$ cat config.mk
export PLATFORM = sky130hd
export DESIGN_NAME = remote_reset_ctrl
export DESIGN_NICKNAME = d
export VERILOG_FILES = /design/src/rtl/rrc_pkg.sv /design/src/rtl/rrc_pend_bit.sv /design/src/rtl/rrc_regfile.sv /design/src/rtl/rrc_sequencer.sv /design/src/rtl/remote_reset_ctrl.sv
export SDC_FILE = /design/constraint.sdc
export NUM_CORES = 1
export LEC_CHECK = 0
export BUFFER_PORTS_ARGS = -buffer_cell sky130_fd_sc_hd__buf_2
export CAP_MARGIN = 10
export CORE_UTILIZATION = 35
export CTS_CLUSTER_DIAMETER = 120
export CTS_CLUSTER_SIZE = 20
export DETAILED_ROUTE_END_ITERATION = 7
export GPL_ROUTABILITY_DRIVEN = 0
export REMOVE_ABC_BUFFERS = 1
export SETUP_SLACK_MARGIN = 0.05
export SYNTH_ARGS = -nofsm -noshare
export SYNTH_HDL_FRONTEND = slang
export SYNTH_HIERARCHICAL = 1
export SYNTH_SLANG_ARGS = --single-unit
$ cat constraint.sdc
create_clock -name clk -period 2 [get_ports clk]
set_input_delay 0.6 -clock clk [delete_from_list [all_inputs] [get_ports clk]]
set_output_delay 0.6 -clock clk [all_outputs]
set_load 0.01 [all_outputs]
$ cat src/rtl/rrc_pkg.sv
`timescale 1ns/1ps
package rrc_pkg;
  typedef enum logic [1:0] {
    ST_IDLE = 2'd0,
    ST_HELD = 2'd1,
    ST_EXIT = 2'd2
  } rrc_state_e;

  localparam int unsigned CTRL_REQ  = 0;
  localparam int unsigned CTRL_HOLD = 1;
  localparam int unsigned CTRL_BOOT = 2;

  localparam int unsigned STAT_ENTER  = 0;
  localparam int unsigned STAT_LEAVE  = 1;
  localparam int unsigned STAT_ACTIVE = 2;
  localparam int unsigned NUM_PEND    = 2;

  localparam logic ADDR_CTRL = 1'b0;
  localparam logic ADDR_STAT = 1'b1;
endpackage

$ cat src/rtl/rrc_pend_bit.sv
`timescale 1ns/1ps
module rrc_pend_bit (
  input  logic clk,
  input  logic rst_n,
  input  logic set_i,
  input  logic clr_i,
  output logic pend_o
);
  always_ff @(posedge clk or negedge rst_n) begin
    if (!rst_n)     pend_o <= 1'b0;
    else if (set_i) pend_o <= 1'b1;
    else if (clr_i) pend_o <= 1'b0;
  end
endmodule

$ cat src/rtl/rrc_regfile.sv
`timescale 1ns/1ps
module rrc_regfile
  import rrc_pkg::*;
#(
  parameter int unsigned REG_W  = 8,
  parameter int unsigned BOOT_W = 2
) (
  input  logic              clk,
  input  logic              rst_n,
  input  logic              wr_en,
  input  logic              wr_addr,
  input  logic [REG_W-1:0]  wr_data,
  input  logic              set_enter,
  input  logic              set_leave,
  input  logic              core_active,
  output logic              req,
  output logic              hold,
  output logic [BOOT_W-1:0] boot_field,
  output logic [REG_W-1:0]  ctrl_q,
  output logic [REG_W-1:0]  stat_q,
  output logic              irq
);
  localparam int unsigned IE_BASE   = CTRL_BOOT + BOOT_W;
  localparam int unsigned CTRL_USED = IE_BASE + NUM_PEND;
  localparam logic [REG_W-1:0] CTRL_MASK = REG_W'((1 << CTRL_USED) - 1);

  logic [NUM_PEND-1:0] pend;
  logic [NUM_PEND-1:0] pend_set;
  logic [NUM_PEND-1:0] irq_src;
  logic                stat_wr;

  always_ff @(posedge clk or negedge rst_n) begin
    if (!rst_n)                           ctrl_q <= '0;
    else if (wr_en && wr_addr == ADDR_CTRL) ctrl_q <= wr_data & CTRL_MASK;
  end

  assign stat_wr  = wr_en && (wr_addr == ADDR_STAT);
  assign pend_set = {set_leave, set_enter};

  for (genvar i = 0; i < NUM_PEND; i++) begin : g_pend
    rrc_pend_bit u_pend (
      .clk    (clk),
      .rst_n  (rst_n),
      .set_i  (pend_set[i]),
      .clr_i  (stat_wr && wr_data[i]),
      .pend_o (pend[i])
    );
    assign irq_src[i] = pend[i] && ctrl_q[IE_BASE + i];
  end

  always_comb begin
    stat_q              = '0;
    stat_q[NUM_PEND-1:0] = pend;
    stat_q[STAT_ACTIVE] = core_active;
  end

  assign req        = ctrl_q[CTRL_REQ];
  assign hold       = ctrl_q[CTRL_HOLD];
  assign boot_field = ctrl_q[CTRL_BOOT +: BOOT_W];
  assign irq        = |irq_src;
endmodule

$ cat src/rtl/rrc_sequencer.sv
`timescale 1ns/1ps
module rrc_sequencer
  import rrc_pkg::*;
#(
  parameter int unsigned BOOT_W      = 2,
  parameter int unsigned MIN_RST_CYC = 8
) (
  input  logic              clk,
  input  logic              rst_n,
  input  logic              req,
  input  logic              hold,
  input  logic [BOOT_W-1:0] boot_field,
  input  logic              mask_i,
  input  logic              ack_i,
  output logic              core_rst,
  output logic [BOOT_W-1:0] boot_q,
  output logic              set_enter,
  output logic              set_leave
);
  localparam int unsigned CNT_W = $clog2(MIN_RST_CYC + 1);
  localparam logic [CNT_W-1:0] CNT_LAST = CNT_W'(MIN_RST_CYC - 1);

  rrc_state_e       state;
  logic [CNT_W-1:0] cnt;
  logic             ack_seen;
  logic             may_release;

  assign may_release = (cnt == CNT_LAST) && !req && !hold;

  always_ff @(posedge clk or negedge rst_n) begin
    if (!rst_n) begin
      state    <= ST_IDLE;
      cnt      <= '0;
      ack_seen <= 1'b0;
      boot_q   <= '0;
    end else begin
      case (state)
        ST_IDLE: begin
          if (req && !mask_i) begin
            state    <= ST_HELD;
            cnt      <= '0;
            ack_seen <= 1'b0;
          end
        end
        ST_HELD: begin
          if (cnt != CNT_LAST) cnt <= cnt + 1'b1;
          if (ack_i)           ack_seen <= 1'b1;
          if (may_release) begin
            state  <= ST_EXIT;
            boot_q <= boot_field;
          end
        end
        ST_EXIT: begin
          if (!ack_i) state <= ST_IDLE;
        end
        default: state <= ST_IDLE;
      endcase
    end
  end

  assign core_rst  = (state == ST_HELD);
  assign set_enter = (state == ST_HELD) && ack_i && !ack_seen;
  assign set_leave = (state == ST_EXIT) && !ack_i;
endmodule

$ cat src/rtl/remote_reset_ctrl.sv
`timescale 1ns/1ps
module remote_reset_ctrl #(
  parameter int unsigned REG_W       = 8,
  parameter int unsigned BOOT_W      = 2,
  parameter int unsigned MIN_RST_CYC = 8
) (
  input  logic              clk,
  input  logic              rst_n,
  input  logic              reg_wr_en,
  input  logic              reg_wr_addr,
  input  logic [REG_W-1:0]  reg_wr_data,
  output logic [REG_W-1:0]  ctrl_rd,
  output logic [REG_W-1:0]  stat_rd,
  output logic              irq_o,
  output logic              core_rst_o,
  output logic [BOOT_W-1:0] core_boot_o,
  input  logic              core_mask_i,
  input  logic              core_ack_i
);
  logic              req;
  logic              hold;
  logic [BOOT_W-1:0] boot_field;
  logic              set_enter;
  logic              set_leave;

  rrc_regfile #(
    .REG_W  (REG_W),
    .BOOT_W (BOOT_W)
  ) u_regs (
    .clk         (clk),
    .rst_n       (rst_n),
    .wr_en       (reg_wr_en),
    .wr_addr     (reg_wr_addr),
    .wr_data     (reg_wr_data),
    .set_enter   (set_enter),
    .set_leave   (set_leave),
    .core_active (core_rst_o),
    .req         (req),
    .hold        (hold),
    .boot_field  (boot_field),
    .ctrl_q      (ctrl_rd),
    .stat_q      (stat_rd),
    .irq         (irq_o)
  );

  rrc_sequencer #(
    .BOOT_W      (BOOT_W),
    .MIN_RST_CYC (MIN_RST_CYC)
  ) u_seq (
    .clk        (clk),
    .rst_n      (rst_n),
    .req        (req),
    .hold       (hold),
    .boot_field (boot_field),
    .mask_i     (core_mask_i),
    .ack_i      (core_ack_i),
    .core_rst   (core_rst_o),
    .boot_q     (core_boot_o),
    .set_enter  (set_enter),
    .set_leave  (set_leave)
  );
endmodule

== Yosys cells after proc, flatten, opt, wreduce, memory -nomap -nowiden ==
Index checks and enable logic that the tools add are counted.

* Register bits after elaboration: 17
* Bits of input ports: 14
* Output and inout port bits: 20
* Logic and storage cells: 58

* Bitwise operators: 1
* $add $sub $neg: 1
* Eq/ne operators: 9
* Reductions and logical operators: 26
* Mux-type cells: 14

{| class="wikitable"
|+ Operators by type and width
! kind !! count
|-
| logical AND 1 bit || 12
|-
| AND reduction 3 bit || 3
|-
| two-way mux 4 bit || 2
|-
| inequality test 2 x 1 -> 1 bit (second input constant) || 4
|-
| case mux 4 bit (2 select lines) || 1
|-
| two-way mux 1 bit || 6
|-
| two-way mux 2 bit || 3
|-
| case mux 2 bit (3 select lines) || 1
|-
| nonzero test 2 bit || 3
|-
| logical NOT 1 bit || 5
|-
| adder 4 x 1 -> 4 bit (second input constant) || 1
|-
| equality test 4 x 3 -> 1 bit (second input constant) || 1
|-
| inequality test 4 x 3 -> 1 bit (second input constant) || 1
|-
| equality test 2 x 1 -> 1 bit (second input constant) || 1
|-
| equality test 2 bit (second input constant) || 1
|-
| logical NOT 2 bit || 1
|-
| inequality test 2 bit (second input constant) || 1
|-
| case mux 1 bit (2 select lines) || 1
|-
| AND reduction 2 bit || 1
|-
| OR reduction 2 bit || 1
|-
| inverter 1 bit || 1
|}

== Logic depth before layout (Yosys ltp) ==
* Depth after elaboration: 5
* Depth in mapped cells: 5

== Cells and area by module ==
The synthesis kept the hierarchy.

{| class="wikitable"
|+ Modules (own cells, without submodules)
! module !! cells each !! sequential area each (µm²) !! instances !! area an instance (µm²)
|-
| rrc_sequencer || 43 || 225.2 || 1 || 466.7
|-
| rrc_regfile || 30 || 150.1 || 1 || 382.9
|-
| rrc_pend_bit || 3 || 25.0 || 2 || 36.3
|}

== Worst setup path after synthesis ==
No wires, ideal clock.

* Path kind: reg-to-reg
* Start point: register u_seq.cnt[0]
* End point: register u_seq.boot_q[0]
* Data arrival time: 1.596 ns
* Buffers on the path: 0
* Period minus slack after synthesis: 1.721 ns
* Required time: 1.875 ns
* Setup time: 0.125 ns
* Cell stages (with the launch flop): 5
* Path slack: 0.279 ns
* Cell sequence: dfrtp_1 -> ha_1 -> nand3b_1 -> or4b_4 -> mux2_4

* Cells in the longest elaborated chain, start to end: 4

{| class="wikitable"
|+ RTL lines
! item !! RTL line !! text
|-
| from (decl) || rrc_sequencer.sv:24 || <nowiki>logic [CNT_W-1:0] cnt;</nowiki>
|-
| from (signal assigned) || rrc_sequencer.sv:46 || <nowiki>if (cnt != CNT_LAST) cnt <= cnt + 1'b1;</nowiki>
|-
| equality test 4 x 3 -> 1 bit || rrc_sequencer.sv:28 || <nowiki>assign may_release = (cnt == CNT_LAST) && !req && !hold;</nowiki>
|-
| logical AND 1 bit (2 in a row) || rrc_sequencer.sv:28 ||
|-
| AND reduction 2 bit (no source line) || - ||
|-
| to (signal assigned) || rrc_sequencer.sv:50 || <nowiki>boot_q <= boot_field;</nowiki>
|-
| to (decl) || rrc_sequencer.sv:16 || <nowiki>output logic [BOOT_W-1:0] boot_q,</nowiki>
|}

No other way between the ends.
A chain may end at the register's enable or synchronous reset.

== Worst setup path in the final report ==
* Start point: register u_seq.state[1]
* End point: output stat_rd[2]

* Cells in the longest elaborated chain, start to end: 1

{| class="wikitable"
|+ RTL lines
! item !! RTL line !! text
|-
| from (decl) || rrc_sequencer.sv:23 || <nowiki>rrc_state_e state;</nowiki>
|-
| from (signal assigned) || rrc_sequencer.sv:32 || <nowiki>state <= ST_IDLE;</nowiki>
|-
| from (signal assigned) || rrc_sequencer.sv:40 || <nowiki>state <= ST_HELD;</nowiki>
|-
| from (signal assigned) || rrc_sequencer.sv:49 || <nowiki>state <= ST_EXIT;</nowiki>
|-
| equality test 2 x 1 -> 1 bit || rrc_sequencer.sv:61 || <nowiki>assign core_rst = (state == ST_HELD);</nowiki>
|-
| to (decl) || remote_reset_ctrl.sv:13 || <nowiki>output logic [REG_W-1:0] stat_rd,</nowiki>
|}

No other way between the ends.

==> impl_metrics.tcl <==
set metrics [dict create \
    period_minus_slack_ps 1850 \
    die_w_um 53.3 \
    drtPass1Iterations 4 \
    track_usage_pct 13.1 \
    cp_data_required_time_ps 1400 \
    clk_path_buf_depth 2 \
    cts_sinks 17 \
    criticalPathCategory "reg -> out" \
    vias 619 \
    hold_slack_ps 223 \
    syn_inst 79 \
    ff2ff_setup_slack_ps 200 \
    cts.htree.levels 1 \
    synth_top_flop_cell "dfrtp_1" \
    synth.cell_area_sq_um 922 \
    yosysUniqueCellTypes 27 \
    yosys_warnings 6 \
    grt_max_degree 18 \
    p_int_uw 795 \
    fin_crit_sh_pct 92.7 \
    vdd_drop_max_mv 0.578 \
    grt_pass1_vias 579 \
    viasPerCell 4.73 \
    critPathLaunchType "register" \
    clock_latency_ps 280 \
    area.sequential_sq_um 425 \
    finClkSkew_ps 2.89 \
    setup_viol 0 \
    multi_input_area_sq_um 403 \
    async_flop_share_pct 100 \
    netSwitchingFraction_pct 34.0 \
    port_buffers 24 \
    crit_arrival_ps 1250 \
    antenna_found_initial 0 \
    power_mw 1.20 \
    drv_cap 0 \
    io_pins 34 \
    die-area_sq_um 2840 \
    hpwl_um 1270 \
    finalSetupTns_ps 0 \
    post-synth-top-count-cell "dfrtp_1" \
    diodes 0 \
    grt_pass1_wl_um 2590 \
    cts_root_buf "clkbuf_4" \
    cts_hold_buf 0 \
    seqPwrFrac_pct 46.5 \
    nFillCells 265 \
    synth_edf_count 0 \
    p_sw_uw 409 \
    end_kind "output port" \
    avgRoutedWirePerCell_um 12.2 \
    max_freq_ghz 0.540 \
    num_rows 18 \
    finalMaxSlewViolations 0 \
    synthTopCellsByCount "17 x dfrtp_1, 13 x buf_4, 8 x mux2_4, 8 x nand2_1" \
    syn_area_per_cell_sq_um 11.7 \
    critPathMaxFanout 7 \
    hold_viol_final 0 \
    post-synth-top-area-cell "dfrtp_1" \
    cts_resized 0 \
    grt_setup_unrepaired "false" \
    p_leak_nw 0.555 \
    antenna_left 0 \
    pwr-share-clk_pct 14.3 \
    drt_iter0_drc 8 \
    layout-drive-gt1-share_pct 42.6 \
    drc_errors 0 \
    clk_pin_slew_ps 90 \
    rr_startpoint "u_seq/cnt[0]" \
    start_util_pct 37.2 \
    nets 117 \
    hold_path_class "in -> async" \
    routed_wl_um 1600 \
    cts_buffers 3 \
    status "finished, final reports clean" \
    p_comb_share_pct 39.2 \
    powerDensity_nw_per_um2 1160 \
    die_y_um 53.3 \
    critPathLaunch "u_seq/state[1]" \
    grt-ovfl-total 0 \
    cts_tree "done" \
    cts_setup_buffers 0 \
    core-area_sq_um 2480 \
    synthTopCellsByArea "dfrtp_1 46%, mux2_4 13%, buf_4 11%, a21o_1 3.3%, nand2_1 3.3%" \
    ys_ff_latch 17 \
    area_growth_pct 12.2 \
    yosysTopAreaCellShare_pct 46.1 \
    ys_seq_area_share_pct 46.1 \
]
critical path, stage by stage (launching register included):
cell     delay (ps)
dfrtp_1         450
and2b_1         240
buf_4           150
buf_2           130
layout make-up:
cell class,instances,area share (%)
multi-input cells,52,38.9
repair buffers,26,13.1
flip-flops and latches,17,41.1
inverters,2,0.726
clock buffers,4,2.54
well taps,30,3.63
final timing paths:
path | end | cells past startpoint
setup / recovery | stat_rd[2] | 3
hold reg to reg | u_seq/ack_seen | 2
setup reg to reg | u_seq/boot_q[1] | 4
max in group asynchronous | u_regs/ctrl_q[4] | 1
hold / removal | u_seq/cnt[0] | 1
min in group clk | u_seq/ack_seen | 2
power by group through the flow:
stage,clock [mW],sequential (mW),combinational (mW)
final,0.172,0.559,0.472
after global routing,0.200,0.579,0.529
after CTS,0.183,0.560,0.478
after detailed placement,0,0.566,0.478
after global placement,0,0.559,0.463
after floorplan,0,0.564,0.300
logic make-up (layout without fill, tap and decap cells):
logic type / after synthesis / after routing / synth area share (%)
adder cells (fa/ha/maj): 1 / 1 / 1.36
buffers and inverters: 16 / 32 / 12.6
flip-flops: 17 / 17 / 46.1
other: 1 / 7 / 0.407
multiplexers: 10 / 10 / 15.3
AND/OR/NAND/NOR: 24 / 24 / 15.7
AO/OA/AOI/OAI: 10 / 10 / 8.41
cells in the final DEF (no fill, tap or decap), types with 2 or more instances in the layout:
cell	instances
buf_2	24
dfrtp_1	17
mux2_4	8
nand2_1	8
conb_1	7
a21o_1	4
nor2_1	4
clkbuf_4	3
buf_4	2
a22o_1	2
and3_2	2
inv_1	2
nand4_1	2
state kept, by name (all words and copies together), names as in the netlist:
register,flops
u_regs/ctrl_q,6
u_regs/g_pend.u_pend/pend_o,2
u_seq/ack_seen,1
u_seq/boot_q,2
u_seq/cnt,4
u_seq/state,2
stage by stage:
| step | instance area, sq um | utilization [%] | setup WS, ps | cells |
|---|---|---|---|---|
| floorplan | 836 | - | 263 | 71 |
| global placement | 1010 | 40.7 | 271 | 127 |
| detailed placement | 1010 | 40.7 | 215 | 127 |
| CTS | 1030 | 41.8 | 129 | 131 |
| global route | 1030 | 41.8 | 61.8 | 131 |
| finish | 1030 | 41.8 | 147 | 131 |
layer usage:
metal	track usage [%]	part of all wire [%]	vias to the layer above	routed length, um
li1	-	-	299	-
met1	16.3	45	299	719
met2	21.0	49	21	781
met3	5.17	5.8	0	93
met4	2.63	0	0	0
met5	0	0	-	0
(Power assumes the default switching activity.)
